### config.mk
export PLATFORM = sky130hd
export DESIGN_NAME = pinctl_top
export DESIGN_NICKNAME = d
export VERILOG_FILES = /design/src/rtl/pinctl_pkg.sv /design/src/rtl/pinctl_regs.sv /design/src/rtl/pinctl_irq.sv /design/src/rtl/pinctl_sdm.sv /design/src/rtl/pinctl_padout.sv /design/src/rtl/pinctl_top.sv
export SDC_FILE = /design/constraint.sdc
export NUM_CORES = 1
export LEC_CHECK = 0
export BUFFER_PORTS_ARGS = -buffer_cell sky130_fd_sc_hd__buf_4
export CORE_UTILIZATION = 55
export DETAILED_ROUTE_END_ITERATION = 8
export GPL_TIMING_DRIVEN = 0
export PLACE_DENSITY = 0.73
export SLEW_MARGIN = 20
export SYNTH_ARGS = -nofsm -noshare
export SYNTH_HDL_FRONTEND = slang
export SYNTH_SLANG_ARGS = --single-unit
### constraint.sdc
create_clock -name clk -period 2.8 [get_ports clk]
set_clock_uncertainty 0.15 [all_clocks]
set_input_delay 0.14 -clock clk [delete_from_list [all_inputs] [get_ports clk]]
set_output_delay 0.14 -clock clk [all_outputs]
set_load 0.01 [all_outputs]
### src/rtl/pinctl_pkg.sv
// Shared register addresses and trigger codes for the pin controller.
package pinctl_pkg;
    typedef enum logic [3:0] {
        ADR_OUT = 4'h0, ADR_OEN = 4'h1, ADR_ODM = 4'h2, ADR_SRC = 4'h3,
        ADR_PUP = 4'h4, ADR_PDN = 4'h5, ADR_INP = 4'h6, ADR_IEN = 4'h7,
        ADR_TMD = 4'h8, ADR_IST = 4'h9, ADR_WEN = 4'hA, ADR_WPL = 4'hB,
        ADR_SDD = 4'hC, ADR_HLD = 4'hD
    } reg_addr_e;

    typedef enum logic [1:0] {
        TRIG_LEVEL = 2'b00, TRIG_RISE = 2'b01, TRIG_FALL = 2'b10, TRIG_BOTH = 2'b11
    } trig_e;
endpackage

### src/rtl/pinctl_regs.sv
// Register file of the pin controller.
// Holds all configuration, decodes writes, produces the W1C clear mask
// for the interrupt status, and serves combinational reads.
// Assumes SDW <= DW and NPIN <= DW.
module pinctl_regs
    import pinctl_pkg::*;
#(
    parameter int NPIN = 16,
    parameter int SDW  = 8,
    parameter int DW   = 2 * NPIN
) (
    input  logic            clk,
    input  logic            rst_n,
    input  logic            we,
    input  logic [3:0]      addr,
    input  logic [DW-1:0]   wdata,
    output logic [DW-1:0]   rdata,
    input  logic [NPIN-1:0] in_sync,
    input  logic [NPIN-1:0] stat_view,
    output logic [NPIN-1:0] out_val,
    output logic [NPIN-1:0] oe_en,
    output logic [NPIN-1:0] od_mode,
    output logic [NPIN-1:0] src_sd,
    output logic [NPIN-1:0] pull_up,
    output logic [NPIN-1:0] pull_dn,
    output logic [NPIN-1:0] irq_en,
    output logic [DW-1:0]   trig_mode,
    output logic [NPIN-1:0] wake_en,
    output logic [NPIN-1:0] wake_pol,
    output logic [SDW-1:0]  sd_duty,
    output logic            hold_freeze,
    output logic            hold_oeoff,
    output logic [NPIN-1:0] stat_clr
);

    // Configuration registers, written by address.
    always_ff @(posedge clk) begin
        if (!rst_n) begin
            out_val     <= '0;
            oe_en       <= '0;
            od_mode     <= '0;
            src_sd      <= '0;
            pull_up     <= '0;
            pull_dn     <= '0;
            irq_en      <= '0;
            trig_mode   <= '0;
            wake_en     <= '0;
            wake_pol    <= '0;
            sd_duty     <= '0;
            hold_freeze <= 1'b0;
            hold_oeoff  <= 1'b0;
        end else if (we) begin
            case (addr)
                ADR_OUT: out_val   <= wdata[NPIN-1:0];
                ADR_OEN: oe_en     <= wdata[NPIN-1:0];
                ADR_ODM: od_mode   <= wdata[NPIN-1:0];
                ADR_SRC: src_sd    <= wdata[NPIN-1:0];
                ADR_PUP: pull_up   <= wdata[NPIN-1:0];
                ADR_PDN: pull_dn   <= wdata[NPIN-1:0];
                ADR_IEN: irq_en    <= wdata[NPIN-1:0];
                ADR_TMD: trig_mode <= wdata;
                ADR_WEN: wake_en   <= wdata[NPIN-1:0];
                ADR_WPL: wake_pol  <= wdata[NPIN-1:0];
                ADR_SDD: sd_duty   <= wdata[SDW-1:0];
                ADR_HLD: begin
                    hold_freeze <= wdata[0];
                    hold_oeoff  <= wdata[1];
                end
                default: ;
            endcase
        end
    end

    // Write-one-to-clear mask for the status register.
    always_comb begin
        stat_clr = '0;
        if (we && addr == ADR_IST) stat_clr = wdata[NPIN-1:0];
    end

    // Read multiplexer; unmapped addresses return zero.
    always_comb begin
        rdata = '0;
        case (addr)
            ADR_OUT: rdata[NPIN-1:0] = out_val;
            ADR_OEN: rdata[NPIN-1:0] = oe_en;
            ADR_ODM: rdata[NPIN-1:0] = od_mode;
            ADR_SRC: rdata[NPIN-1:0] = src_sd;
            ADR_PUP: rdata[NPIN-1:0] = pull_up;
            ADR_PDN: rdata[NPIN-1:0] = pull_dn;
            ADR_INP: rdata[NPIN-1:0] = in_sync;
            ADR_IEN: rdata[NPIN-1:0] = irq_en;
            ADR_TMD: rdata           = trig_mode;
            ADR_IST: rdata[NPIN-1:0] = stat_view;
            ADR_WEN: rdata[NPIN-1:0] = wake_en;
            ADR_WPL: rdata[NPIN-1:0] = wake_pol;
            ADR_SDD: rdata[SDW-1:0]  = sd_duty;
            ADR_HLD: rdata[1:0]      = {hold_oeoff, hold_freeze};
            default: rdata = '0;
        endcase
    end

endmodule

### src/rtl/pinctl_irq.sv
// Input path of the pin controller.
// Runs each pad through a two-flop synchronizer and a history flop, keeps
// sticky edge status per pin, and forms the interrupt and wakeup requests.
// Assumes pad_in may change at any time relative to clk.
module pinctl_irq
    import pinctl_pkg::*;
#(
    parameter int NPIN = 16,
    parameter int DW   = 2 * NPIN
) (
    input  logic            clk,
    input  logic            rst_n,
    input  logic [NPIN-1:0] pad_in,
    input  logic [NPIN-1:0] irq_en,
    input  logic [DW-1:0]   trig_mode,
    input  logic [NPIN-1:0] wake_en,
    input  logic [NPIN-1:0] wake_pol,
    input  logic [NPIN-1:0] stat_clr,
    output logic [NPIN-1:0] in_sync,
    output logic [NPIN-1:0] stat_view,
    output logic            irq,
    output logic            wake
);

    logic [NPIN-1:0] sync1, hist, stat_q, hit;

    // Synchronizer chain plus history flop for edge detection.
    always_ff @(posedge clk) begin
        if (!rst_n) begin
            sync1   <= '0;
            in_sync <= '0;
            hist    <= '0;
        end else begin
            sync1   <= pad_in;
            in_sync <= sync1;
            hist    <= in_sync;
        end
    end

    // Per-pin trigger decode into edge hits and the visible status.
    for (genvar i = 0; i < NPIN; i++) begin : g_pin
        logic [1:0] mode;
        logic       rise, fall;
        assign mode = trig_mode[2*i +: 2];
        assign rise = in_sync[i] & ~hist[i];
        assign fall = ~in_sync[i] & hist[i];
        assign hit[i] = irq_en[i] &
                        (((mode == TRIG_RISE) & rise) |
                         ((mode == TRIG_FALL) & fall) |
                         ((mode == TRIG_BOTH) & (rise | fall)));
        assign stat_view[i] = (mode == TRIG_LEVEL) ? (irq_en[i] & in_sync[i]) : stat_q[i];
    end

    // Sticky edge status: a new hit wins over a same-cycle clear.
    always_ff @(posedge clk) begin
        if (!rst_n) stat_q <= '0;
        else        stat_q <= (stat_q & ~stat_clr) | hit;
    end

    // Request outputs.
    always_comb begin
        irq  = |stat_view;
        wake = |(wake_en & ~(in_sync ^ wake_pol));
    end

    // a status bit drops only when cleared by software.
    assert_sticky_R6: assert property (@(posedge clk) disable iff (!rst_n)
        1'b1 |=> ((($past(stat_q) & ~$past(stat_clr)) & ~stat_q) == '0));

    // the readable value is the first stage delayed by one cycle.
    assert_sync_depth_R5: assert property (@(posedge clk) disable iff (!rst_n)
        1'b1 |=> (in_sync == $past(sync1)));

endmodule

### src/rtl/pinctl_sdm.sv
// First-order sigma-delta generator shared by all pins.
// An SDW-bit accumulator adds the duty word each cycle; its registered
// carry is the density output, duty / 2**SDW.
module pinctl_sdm #(
    parameter int SDW = 8
) (
    input  logic           clk,
    input  logic           rst_n,
    input  logic [SDW-1:0] duty,
    output logic           sd_bit
);

    logic [SDW-1:0] acc;
    logic [SDW:0]   sum;

    // Accumulator sum with carry.
    always_comb sum = {1'b0, acc} + {1'b0, duty};

    // Accumulator and carry register.
    always_ff @(posedge clk) begin
        if (!rst_n) begin
            acc    <= '0;
            sd_bit <= 1'b0;
        end else begin
            acc    <= sum[SDW-1:0];
            sd_bit <= sum[SDW];
        end
    end

    // a zero duty held for two cycles never produces a pulse.
    assert_zero_duty_R9: assert property (@(posedge clk) disable iff (!rst_n)
        (duty == '0) |=> !sd_bit);

endmodule

### src/rtl/pinctl_padout.sv
// Pad driver stage. Selects each pin's value, applies push-pull or
// open-drain enables, registers the result and supports hold and
// forced-off enables. Assumes hold is only used around power-down.
module pinctl_padout #(
    parameter int NPIN = 16
) (
    input  logic            clk,
    input  logic            rst_n,
    input  logic [NPIN-1:0] out_val,
    input  logic [NPIN-1:0] oe_en,
    input  logic [NPIN-1:0] od_mode,
    input  logic [NPIN-1:0] src_sd,
    input  logic            sd_bit,
    input  logic            hold_freeze,
    input  logic            hold_oeoff,
    output logic [NPIN-1:0] pad_out,
    output logic [NPIN-1:0] pad_oe
);

    logic [NPIN-1:0] drv_val, nxt_out, nxt_oe, out_q, oe_q;

    // Value source and driver-mode mapping.
    always_comb begin
        drv_val = (src_sd & {NPIN{sd_bit}}) | (~src_sd & out_val);
        nxt_out = drv_val & ~od_mode;
        nxt_oe  = oe_en & (~od_mode | ~drv_val);
    end

    // Pad state registers, frozen while hold is active.
    always_ff @(posedge clk) begin
        if (!rst_n) begin
            out_q <= '0;
            oe_q  <= '0;
        end else if (!hold_freeze) begin
            out_q <= nxt_out;
            oe_q  <= nxt_oe;
        end
    end

    // Outputs with the global enable kill.
    always_comb begin
        pad_out = out_q;
        pad_oe  = hold_oeoff ? '0 : oe_q;
    end

    // hold keeps the pad registers unchanged.
    assert_hold_freeze_R10: assert property (@(posedge clk) disable iff (!rst_n)
        hold_freeze |=> ($stable(out_q) && $stable(oe_q)));

    // an open-drain pin never presents a high output.
    assert_od_low_R3: assert property (@(posedge clk) disable iff (!rst_n)
        !hold_freeze |=> ((out_q & $past(od_mode)) == '0));

endmodule

### src/rtl/pinctl_top.sv
// Top of the configurable pin controller: register file, input and
// interrupt path, sigma-delta generator and pad driver stage.
module pinctl_top #(
    parameter int NPIN = 16,
    parameter int SDW  = 8,
    localparam int DW  = 2 * NPIN
) (
    input  logic            clk,
    input  logic            rst_n,
    input  logic            reg_we,
    input  logic [3:0]      reg_addr,
    input  logic [DW-1:0]   reg_wdata,
    output logic [DW-1:0]   reg_rdata,
    input  logic [NPIN-1:0] pad_in,
    output logic [NPIN-1:0] pad_out,
    output logic [NPIN-1:0] pad_oe,
    output logic [NPIN-1:0] pad_pu,
    output logic [NPIN-1:0] pad_pd,
    output logic            irq,
    output logic            wake
);

    logic [NPIN-1:0] in_sync, stat_view, out_val, oe_en, od_mode, src_sd;
    logic [NPIN-1:0] irq_en, wake_en, wake_pol, stat_clr;
    logic [DW-1:0]   trig_mode;
    logic [SDW-1:0]  sd_duty;
    logic            hold_freeze, hold_oeoff, sd_bit;

    pinctl_regs #(.NPIN(NPIN), .SDW(SDW), .DW(DW)) u_regs (
        .clk(clk), .rst_n(rst_n), .we(reg_we), .addr(reg_addr),
        .wdata(reg_wdata), .rdata(reg_rdata), .in_sync(in_sync),
        .stat_view(stat_view), .out_val(out_val), .oe_en(oe_en),
        .od_mode(od_mode), .src_sd(src_sd), .pull_up(pad_pu),
        .pull_dn(pad_pd), .irq_en(irq_en), .trig_mode(trig_mode),
        .wake_en(wake_en), .wake_pol(wake_pol), .sd_duty(sd_duty),
        .hold_freeze(hold_freeze), .hold_oeoff(hold_oeoff),
        .stat_clr(stat_clr)
    );

    pinctl_irq #(.NPIN(NPIN), .DW(DW)) u_irq (
        .clk(clk), .rst_n(rst_n), .pad_in(pad_in), .irq_en(irq_en),
        .trig_mode(trig_mode), .wake_en(wake_en), .wake_pol(wake_pol),
        .stat_clr(stat_clr), .in_sync(in_sync), .stat_view(stat_view),
        .irq(irq), .wake(wake)
    );

    pinctl_sdm #(.SDW(SDW)) u_sdm (
        .clk(clk), .rst_n(rst_n), .duty(sd_duty), .sd_bit(sd_bit)
    );

    pinctl_padout #(.NPIN(NPIN)) u_pad (
        .clk(clk), .rst_n(rst_n), .out_val(out_val), .oe_en(oe_en),
        .od_mode(od_mode), .src_sd(src_sd), .sd_bit(sd_bit),
        .hold_freeze(hold_freeze), .hold_oeoff(hold_oeoff),
        .pad_out(pad_out), .pad_oe(pad_oe)
    );

    // the enable kill leaves no pad driven one cycle on.
    assert_oe_kill_R11: assert property (@(posedge clk) disable iff (!rst_n)
        hold_oeoff |=> (pad_oe == '0 || !hold_oeoff));

endmodule

Word-level counts from Yosys, hierarchy flattened
Cells that the tools add are included.
W data, S select, Z words.
{ "word_totals": {"n_memories": 0, "latchBits": 0, "rom_bits": 0, "inputBits": 55, "reg_bits": 291, "ram_bits": 0} }
{ "op_classes": {"div": 0, "n_reduce_logical": 32, "multipliers": 0, "mux": 22, "n_eq_ne": 61, "addsub": 1, "n_lt_le_gt_ge": 0, "shifts": 0, "bitwise_logic": 207} }
{ "ops": {"columns": ["op", "count"], "rows": [
  ["$and A1 B1 Y1", 112],
  ["$and A16 B16 Y16", 6],
  ["$pmux W8 S12", 1],
  ["$not A16 Y16", 5],
  ["$pmux W6 S13", 1],
  ["$eq A2 B2 Y1 const B", 32],
  ["$mux W16", 3],
  ["$or A1 B1 Y1", 48],
  ["$or A16 B16 Y16", 3],
  ["$eq A2 B1 Y1 const B", 16],
  ["$logic_not A2 Y1", 16],
  ["$not A1 Y1", 32],
  ["$reduce_or A16 Y1", 2],
  ["$pmux W2 S14", 1],
  ["$eq A4 B4 Y1 const B", 6],
  ["$reduce_and A2 Y1", 12],
  ["$eq A4 B3 Y1 const B", 4],
  ["$mux W1", 16],
  ["$xor A16 B16 Y16", 1],
  ["$add A8 B8 Y9", 1],
  ["$eq A4 B2 Y1 const B", 2],
  ["$eq A4 B1 Y1 const B", 1],
  ["$logic_not A4 Y1", 1],
  ["$logic_and A1 B1 Y1", 1]
]} }

Depth between registers and ports, before layout
Gate-level depths: netlist (run 1).
{ "logic_depth": {"depth_word": 7, "depth_mapped": 8, "depth_no_buf": 6} }

Hierarchy
Synthesis (run 1) repeated with hierarchy kept, for this count alone.
{ "unflattened": {"hier_cells": 1688, "area_unflattened_um2": 14554.0} }
{ "modules_own_cells": {"columns": ["mod", "seq_area_each_um2", "cells_each", "instances", "area_per_inst_um2"], "rows": [
  ["pinctl_regs", 3723.6, 1075, 1, 8832.2],
  ["pinctl_irq", 1281.2, 374, 1, 3290.7],
  ["pinctl_padout", 640.6, 179, 1, 1860.5],
  ["pinctl_sdm", 180.2, 60, 1, 570.5]
]} }

Least setup slack after synthesis (run 1)
OpenSTA, ideal clock, no wires.
{ "synth_timing": {"path_kind": "register to register", "from": "register u_regs.sd_duty[0]", "to": "register u_sdm.acc[6]", "setup_slack_ns": 0.819, "path_stages_with_launch": 7, "n_path_buf": 0, "arrival_ns": 1.735, "setup_time_ns": 0.095, "required_ns": 2.555, "path_cell_list": "dfxtp_1 ha_1 fa_1 a21oi_1 o21ai_0 or3_1 a221oi_1"} }
{ "synth_between": {"elab_chain_len": 1} }
{ "synth_lines": {"columns": ["item", "line_no", "rtl"], "rows": [
  ["start: declaration", "pinctl_regs.sv:30", "output logic [SDW-1:0] sd_duty,"],
  ["start signal: assignment", "pinctl_regs.sv:64", "ADR_SDD: sd_duty <= wdata[SDW-1:0];"],
  ["$add A8 B8 Y9", "pinctl_sdm.sv:17", "always_comb sum = {1'b0, acc} + {1'b0, duty};"],
  ["end signal: assignment", "pinctl_sdm.sv:25", "acc <= sum[SDW-1:0];"],
  ["end: declaration", "pinctl_sdm.sv:13", "logic [SDW-1:0] acc;"]
]} }
Every way passes these cells.
A chain may end at the register's enable or synchronous reset.

Worst setup path after layout (run 1)
{ "layout_timing": {"from": "register u_irq.in_sync[8]", "to": "output port irq"} }
{ "layout_between": {"elab_chain_len": 3} }
{ "layout_lines": {"columns": ["item", "line_no", "rtl"], "rows": [
  ["start: declaration", "pinctl_irq.sv:19", "output logic [NPIN-1:0] in_sync,"],
  ["start signal: assignment", "pinctl_irq.sv:35", "in_sync <= sync1;"],
  ["$and A1 B1 Y1", "pinctl_irq.sv:51", "assign stat_view[i] = (mode == TRIG_LEVEL) ? (irq_en[i] & in_sync[i]) : stat_q[i];"],
  ["$mux W1", "pinctl_irq.sv:51", null],
  ["$reduce_or A16 Y1", "pinctl_irq.sv:62", "irq = |stat_view;"],
  ["end: declaration", "pinctl_top.sv:19", "output logic irq,"]
]} }
Every way passes these cells.

==> results of run 1 <==
## power groups by stage
stage | sequential (mW) | clock [mW] | combinational [mW]
after CTS | 4.28 | 4.12 | 0.782
final | 4.29 | 4.13 | 0.814
after floorplan | 4.34 | 0 | 0.391
after global placement | 4.37 | 0 | 0.715
after global routing | 4.29 | 4.28 | 0.846
after detailed placement | 4.37 | 0 | 0.723
## metal layers
metal / routed length [um] / GRT usage (%) / vias up
met5: 0 / 0 / -
met4: 2470 / 18.2 / 0
met3: 5390 / 6.42 / 170
met2: 25600 / 69.2 / 870
met1: 21900 / 54.1 / 6720
li1: - / - / 6374
## logic make-up (layout without fill, tap and decap cells)
group / Yosys count / in the layout
AOI/OAI and AO/OA: 419 / 419
xor gates and xnor gates: 18 / 18
adders and majority gates: 41 / 41
buffers and inverters: 186 / 438
DFF: 291 / 291
muxes: 92 / 92
and+or+nand+nor: 683 / 683
## state kept, by name (all words and copies together) (netlist names)
register and count:
u_regs.pull_up 16, u_regs.wake_pol 16, u_sdm.sd_bit 1, u_regs.od_mode 16
u_regs.irq_en 16, u_regs.hold_freeze 1, u_regs.pull_dn 16, u_regs.trig_mode 32
u_irq.sync1 16, u_irq.in_sync 16, u_regs.sd_duty 8, u_regs.hold_oeoff 1
u_pad.pad_out 16, u_sdm.acc 8, u_regs.out_val 16, u_regs.wake_en 16
u_pad.oe_q 16, u_regs.oe_en 16, u_irq.hist 16, u_regs.src_sd 16
u_irq.stat_q 16
## worst max-delay path: cells and delay by family, from the launching register on
kind,cells,cell delay [ns]
AO/OA/AOI/OAI,1,0.75
buffers and inverters,1,0.16
flip-flops,1,0.46
AND/OR/NAND/NOR,3,0.55
## worst paths after layout
check / start / end / slack [ns]
max: u_irq.in_sync[8]$_SDFF_PN0_ / irq / 0.02
min reg2reg: u_irq.sync1[9]$_SDFF_PN0_ / u_irq.in_sync[9]$_SDFF_PN0_ / 0.28
max reg2reg: u_regs.sd_duty[0]$_SDFFE_PN0P_ / u_sdm.acc[6]$_SDFF_PN0_ / 0.53
min: reg_addr[0] / u_regs.hold_freeze$_SDFFE_PN0P_ / 0.03
## cell type report
| type | count | area, um^2 |
|---|---|---|
| Inverter | 56 | 210 |
| Clock inverter | 11 | 133 |
| Fill cell | 2037 | 8040 |
| Sequential cell | 291 | 5830 |
| Buffer | 130 | 652 |
| Timing Repair Buffer | 201 | 1630 |
| Clock buffer | 40 | 890 |
| Multi-Input combinational cell | 1253 | 7310 |
| Tap cell | 330 | 413 |
## cell usage after synthesis (4+ instances only)
cell type | count | area (um^2)
a22o_1 | 17 | 149
buf_4 | 14 | 105
inv_1 | 56 | 210
dfxtp_1 | 291 | 5830
a32oi_1 | 5 | 43.8
nor2_1 | 120 | 450
nor2b_1 | 27 | 169
and2_1 | 53 | 332
nand4_1 | 4 | 25.0
o21a_1 | 6 | 45.0
a31oi_1 | 6 | 37.5
buf_1 | 4 | 15.0
buf_2 | 33 | 165
ha_1 | 40 | 500
nand2_1 | 399 | 1500
o21ai_0 | 45 | 225
mux2_2 | 34 | 383
a21oi_1 | 211 | 1060
o211a_1 | 15 | 150
buf_6 | 9 | 101
a211oi_1 | 18 | 135
nand3_1 | 33 | 165
mux2i_1 | 56 | 561
clkbuf_1 | 68 | 255
a22oi_1 | 18 | 135
o31ai_1 | 14 | 105
and3_1 | 7 | 43.8
o2bb2ai_1 | 7 | 61.3
a221o_1 | 4 | 40.0
nand3b_1 | 6 | 45.0
a221oi_1 | 14 | 123
nor4_1 | 4 | 25.0
o211ai_1 | 6 | 45.0
a222oi_1 | 4 | 40.0
nand2b_1 | 4 | 25.0
xnor2_1 | 18 | 158
==> metrics.txt, run 1 <==
status=complete, no violations; leakage=around 6.6 nW; final wirelength=between 50000 and 60000 um; largest net degree at the start of global routing=17; Worst Path Max Fanout=5; Setup WS post-layout=about 0.022 ns; initial core utilization=between 50% and 60%; fin cells=around 2300; Cells after Synth=~1700; Via Count=about 14000; CP endpoint kind=output port; FP Rows=58; Die Wd=between 150 and 200 um; vias in the first global route=about 13000; Final Hold Viols=0; Placement Setup Slack=0.338 ns; mapped cell area=14000 um^2; slowest CP cell=o31ai_1; dominant synthesized flop cell=dfxtp_1; Antenna Cells=0; post-synthesis mux area share=a little over 7%; Min Hold Slack=0.0295 ns; Worst-path clk slew=roughly 0.06 ns; Placed Cells=between 2000 and 2500; First-pass DRT Iterations=6; first-pass GRT wire length=slightly above 80000 um; ANT nets after route=0; Synth cell types=74; setup TNS=0 ns; Net Sw Frac=25.2%; Synth async-reset ratio=0%; cell area after layout=roughly 17000 um^2; Routed WL per cell=23.9 um; post-synthesis simple-gate area fraction=between 20 and 25%; Die Footprint=26100 um^2; f_max=~0.36 GHz; core region area=~25000 um^2; CTS buffer count=31; HP Class=primary input to flip-flop; later-pin clock latency in the skew report=around 0.57 ns; initial antenna violation count=0; Post-CTS Setup Bufs=0; Largest stage delay, worst path=0.75 ns; NetSw=2.32 mW; CTS H-Tree Depth=1; Register-to-Register Path Depth=6; Final #Nets=~2100; Final Core Density=approximately two thirds; synthesized area per cell=a little over 8 um^2; Logic pwr share=about 8.8%; flops & latches, synth=slightly below 300; final slew viol count=0; commonest non-fill, non-tap cell in the layout=nand2_1; CP Data Required Time=2.51 ns; Placed Area=approximately 16000 um^2; gpl congestion=around 1; Tmin final=about 2.8 ns; CTS tree=built; share of power burned in registers=between 40% and 50%; Crit Path Class=flip-flop to output port; XOR/XNOR Fraction of Synth Area=1.13%; largest family of logic cells by synthesized area=simple AND/OR/NAND/NOR gates; adder-cell share of the synthesized area=roughly 3.7%; Slew Limit Headroom=between 30% and 40%; area delta synth->final=21.9%; fraction of the cycle the final worst path needs=between 90 and 100%; PwrDens=approximately 540 nW/um^2; transition time of the tightest slew-check pin=approximately 0.99 ns; vias per cell=about 6.1; PostCTS Resize Cnt=0; Post-CTS Hold Fix Bufs=50; CP Launch Type=flip-flop; YS warnings=0; most frequent cells in the layout=nand2_1 (399), dfxtp_1 (291), a21oi_1 (211), buf_4 (165), nor2_1 (120); DRT iter0 DRCs=~1800; Mapped Nets=between 1500 and 2000; Arrival @ worst endpoint=between 2 and 2.5 ns; Setup Viol. Count Final=0; overall power consumption=9.23 mW; sequential-to-total area share from yosys stat=between 40% and 50%; Clock Power Share=between 40% and 50%; Residual DRC=0; Peak VDD IR=slightly above 0.5 mV; global route overflow=0; die height=about 160 um; CP cell instances=nand2_1, o31ai_1, nor4_1, nand4_1, buf_4; Compound-Gate Fraction of Synth Area=about a fifth; io pins=roughly 150; HPWL after detailed placement=about 40000 um; number of flops mapped to enable cells by yosys=0; Clock Root Buffer=clkbuf_16; Pint=between 6 and 7 mW; Max Cap Viol=0; unrepaired setup endpoints after global routing=false; proportion of layout cells with a drive suffix above 1=approximately 15%; hold path cells=6; Bufs on Longest Clock Path=3; overall routing resource usage=41.8%; Buffers on Ports=between 150 and 200; number of clock sinks=a little under 300
Note: power is estimated with default switching activity, not from simulation.
==> inputs of run 2 (changes only) <==
Settings changed: CELL_PAD_IN_SITES_DETAIL_PLACEMENT from default to 0, CELL_PAD_IN_SITES_GLOBAL_PLACEMENT from default to 1, CORE_UTILIZATION 55 to 44, PLACE_DENSITY 0.73 to default, PLACE_DENSITY_LB_ADDON from default to 0.3, SLEW_MARGIN 20 to default.
==> metrics.txt, run 2 (same netlist as run 1, synthesis figures left out) <==
status=complete, no violations; DRT iter0 DRCs=1300 (-26%); cell area after layout=17100 um^2 (+0.33%); CP endpoint kind=output port; final slew viol count=0 (unchanged); Tmin final=2.69 ns (-0.0841 ns); initial core utilization=45.3% (-10 points); Buffers on Ports=151 (unchanged); gpl congestion=0.991 (-2.9%); HP Class=primary input to flip-flop; CP Launch Type=flip-flop; Crit Path Class=flip-flop to output port; setup TNS=0 ns (unchanged); Logic pwr share=8.9% (about the same); initial antenna violation count=0 (unchanged); Final Core Density=55.4% (-13 points); Final Hold Viols=0 (unchanged); Max Cap Viol=0 (unchanged); transition time of the tightest slew-check pin=0.986 ns (-0.00564 ns); unrepaired setup endpoints after global routing=false; Worst R2R Setup Slack=0.46 ns (-0.07 ns); hold path cells=6 (unchanged); Arrival @ worst endpoint=2.40 ns (-0.09 ns); CP Data Required Time=2.51 ns (about the same); fillcell total=2945 (+45%); proportion of layout cells with a drive suffix above 1=15.3% (-0.14 points); NetSw=2.34 mW (+0.57%); HPWL after detailed placement=42800 um (+5.0%); Worst Path Max Fanout=5 (unchanged); Residual DRC=0 (unchanged); ANT nets after route=0 (unchanged); Bufs on Longest Clock Path=3 (unchanged); Clock Root Buffer=clkbuf_16; largest net degree at the start of global routing=16 (-1); Routed WL per cell=23.8 um (-0.58%); Via Count=13600 (-4.0%); First-pass DRT Iterations=6 (unchanged); commonest non-fill, non-tap cell in the layout=nand2_1; Setup Viol. Count Final=0 (unchanged); Peak VDD IR=0.530 mV (+5.2%); fraction of the cycle the final worst path needs=96.2% (-3.0 points); hold path start=reg_addr[0]; vias in the first global route=12700 (-3.7%); Clock Power Share=44.2% (-0.6 points); Placed Area=15600 um^2 (+0.53%); Die Footprint=32500 um^2 (+25%); io pins=153 (unchanged); FP Rows=64 (+10%); area delta synth->final=22.3%; Pint=6.81 mW (-1.4%); overall power consumption=9.15 mW (-0.88%); final wirelength=56700 um (+2.5%); most frequent cells in the layout=nand2_1 (399), dfxtp_1 (291), a21oi_1 (211), buf_4 (165), nor2_1 (120); max reg flops=32 (unchanged); PwrDens=534 nW/um^2 (-1.2%); Die Wd=180 um (+12%); core region area=30900 um^2 (+23%); leakage=6.60 nW (-0.14%); die height=180 um (+12%); CTS tree=built; f_max=0.371 GHz (+3.1%); number of clock sinks=291 (unchanged); Final #Nets=2060 (unchanged); share of power burned in registers=46.8% (+0.4 points); overall routing resource usage=34.3% (-7.5 points); Worst-path clk slew=0.06 ns (about the same); R2R Path Start=u_regs.sd_duty[0]$_SDFFE_PN0P_; Biggest register=u_regs.trig_mode; Antenna Cells=0 (unchanged); vias per cell=5.69 (-6.9%); Post-CTS Setup Bufs=0 (unchanged); Slew Limit Headroom=33.3% (-0.55 points); CTS buffer count=31 (unchanged); worst reg2reg endpoint=u_sdm.acc[6]$_SDFF_PN0_; Net Sw Frac=25.5% (+0.37 points); Register-to-Register Path Depth=6 (unchanged); CTS H-Tree Depth=1 (unchanged); first-pass GRT wire length=83300 um (+2.5%); later-pin clock latency in the skew report=0.57 ns (about the same); Min Hold Slack=0.0268 ns (-0.00263 ns); global route overflow=0 (unchanged); end of the worst hold path=u_regs.hold_freeze$_SDFFE_PN0P_
run 2: changes by cell type in the layout (fill, tap and decap cells not counted):
cell        change
o31ai_1         -1
o31ai_2         +1
clkinvlp_4      -2
clkinv_4        +1
clkbuf_8        -1
bufinv_16       -1
clkbuf_1        +8
inv_6           +1
inv_16          -1
run 2: metrics by stage:
step	instances	setup WS (ns)
floorplan	1730	0.819
global placement	2277	0.218
detailed placement	2277	0.265
CTS	2383	0.00906
global route	2383	0.0575
finish	2383	0.106
run 2: worst max-delay path by stage:
stage | from | end
2_1_floorplan | u_regs.sd_duty[0]$_SDFFE_PN0P_ | u_sdm.acc[6]$_SDFF_PN0_
3_3_place_gp | reg_addr[0] | reg_rdata[8]
3_5_place_dp | reg_addr[0] | reg_rdata[8]
4_1_cts | u_irq.in_sync[8]$_SDFF_PN0_ | irq
5_1_grt | u_irq.in_sync[3]$_SDFF_PN0_ | reg_rdata[3]
6_report | u_irq.in_sync[3]$_SDFF_PN0_ | reg_rdata[3]
run 2: routing by layer:
layer / vias up / share of wire, % / GRT usage (%) / routed length, um
li1: 6378 / - / - / -
met1: 6469 / 43 / 45.5 / 24500
met2: 601 / 46 / 56.0 / 26000
met3: 119 / 7.3 / 5.58 / 4110
met4: 0 / 3.7 / 13.0 / 2100
met5: - / 0 / 0 / 0
run 2: power groups by stage:
stage | clock network [mW] | registers, mW | logic [mW]
2_1_floorplan | 0 | 4.34 | 0.391
3_3_place_gp | 0 | 4.37 | 0.740
3_5_place_dp | 0 | 4.37 | 0.741
4_1_cts | 4.09 | 4.28 | 0.799
5_1_grt | 4.27 | 4.29 | 0.859
6_report | 4.05 | 4.28 | 0.818
run 2: what timing repair did:
action,4_1_cts,5_1_grt
endpoints found under the hold margin,85,0
endpoints found under the setup margin,0,2
resized for setup,0,1
hold buffers,50,0
run 2: area by class of cell:
cell class | count | area (um^2) | area share (%)
plain buffers | 130 | 652 | 3.81
clock buffers | 47 | 906 | 5.29
clock inverters | 9 | 85.1 | 0.497
inverters | 56 | 210 | 1.23
multi-input cells | 1253 | 7320 | 42.7
flip-flops and latches | 291 | 5830 | 34.0
well taps | 396 | 495 | 2.89
repair buffers | 201 | 1630 | 9.54
run 2: critical path, cell delays in order, from the launching register on:
cell and delay (ns):
dfxtp_1 0.48, nand2_1 0.09, o31ai_1 0.70, a221oi_1 0.23
o211ai_1 0.16, buf_4 0.17
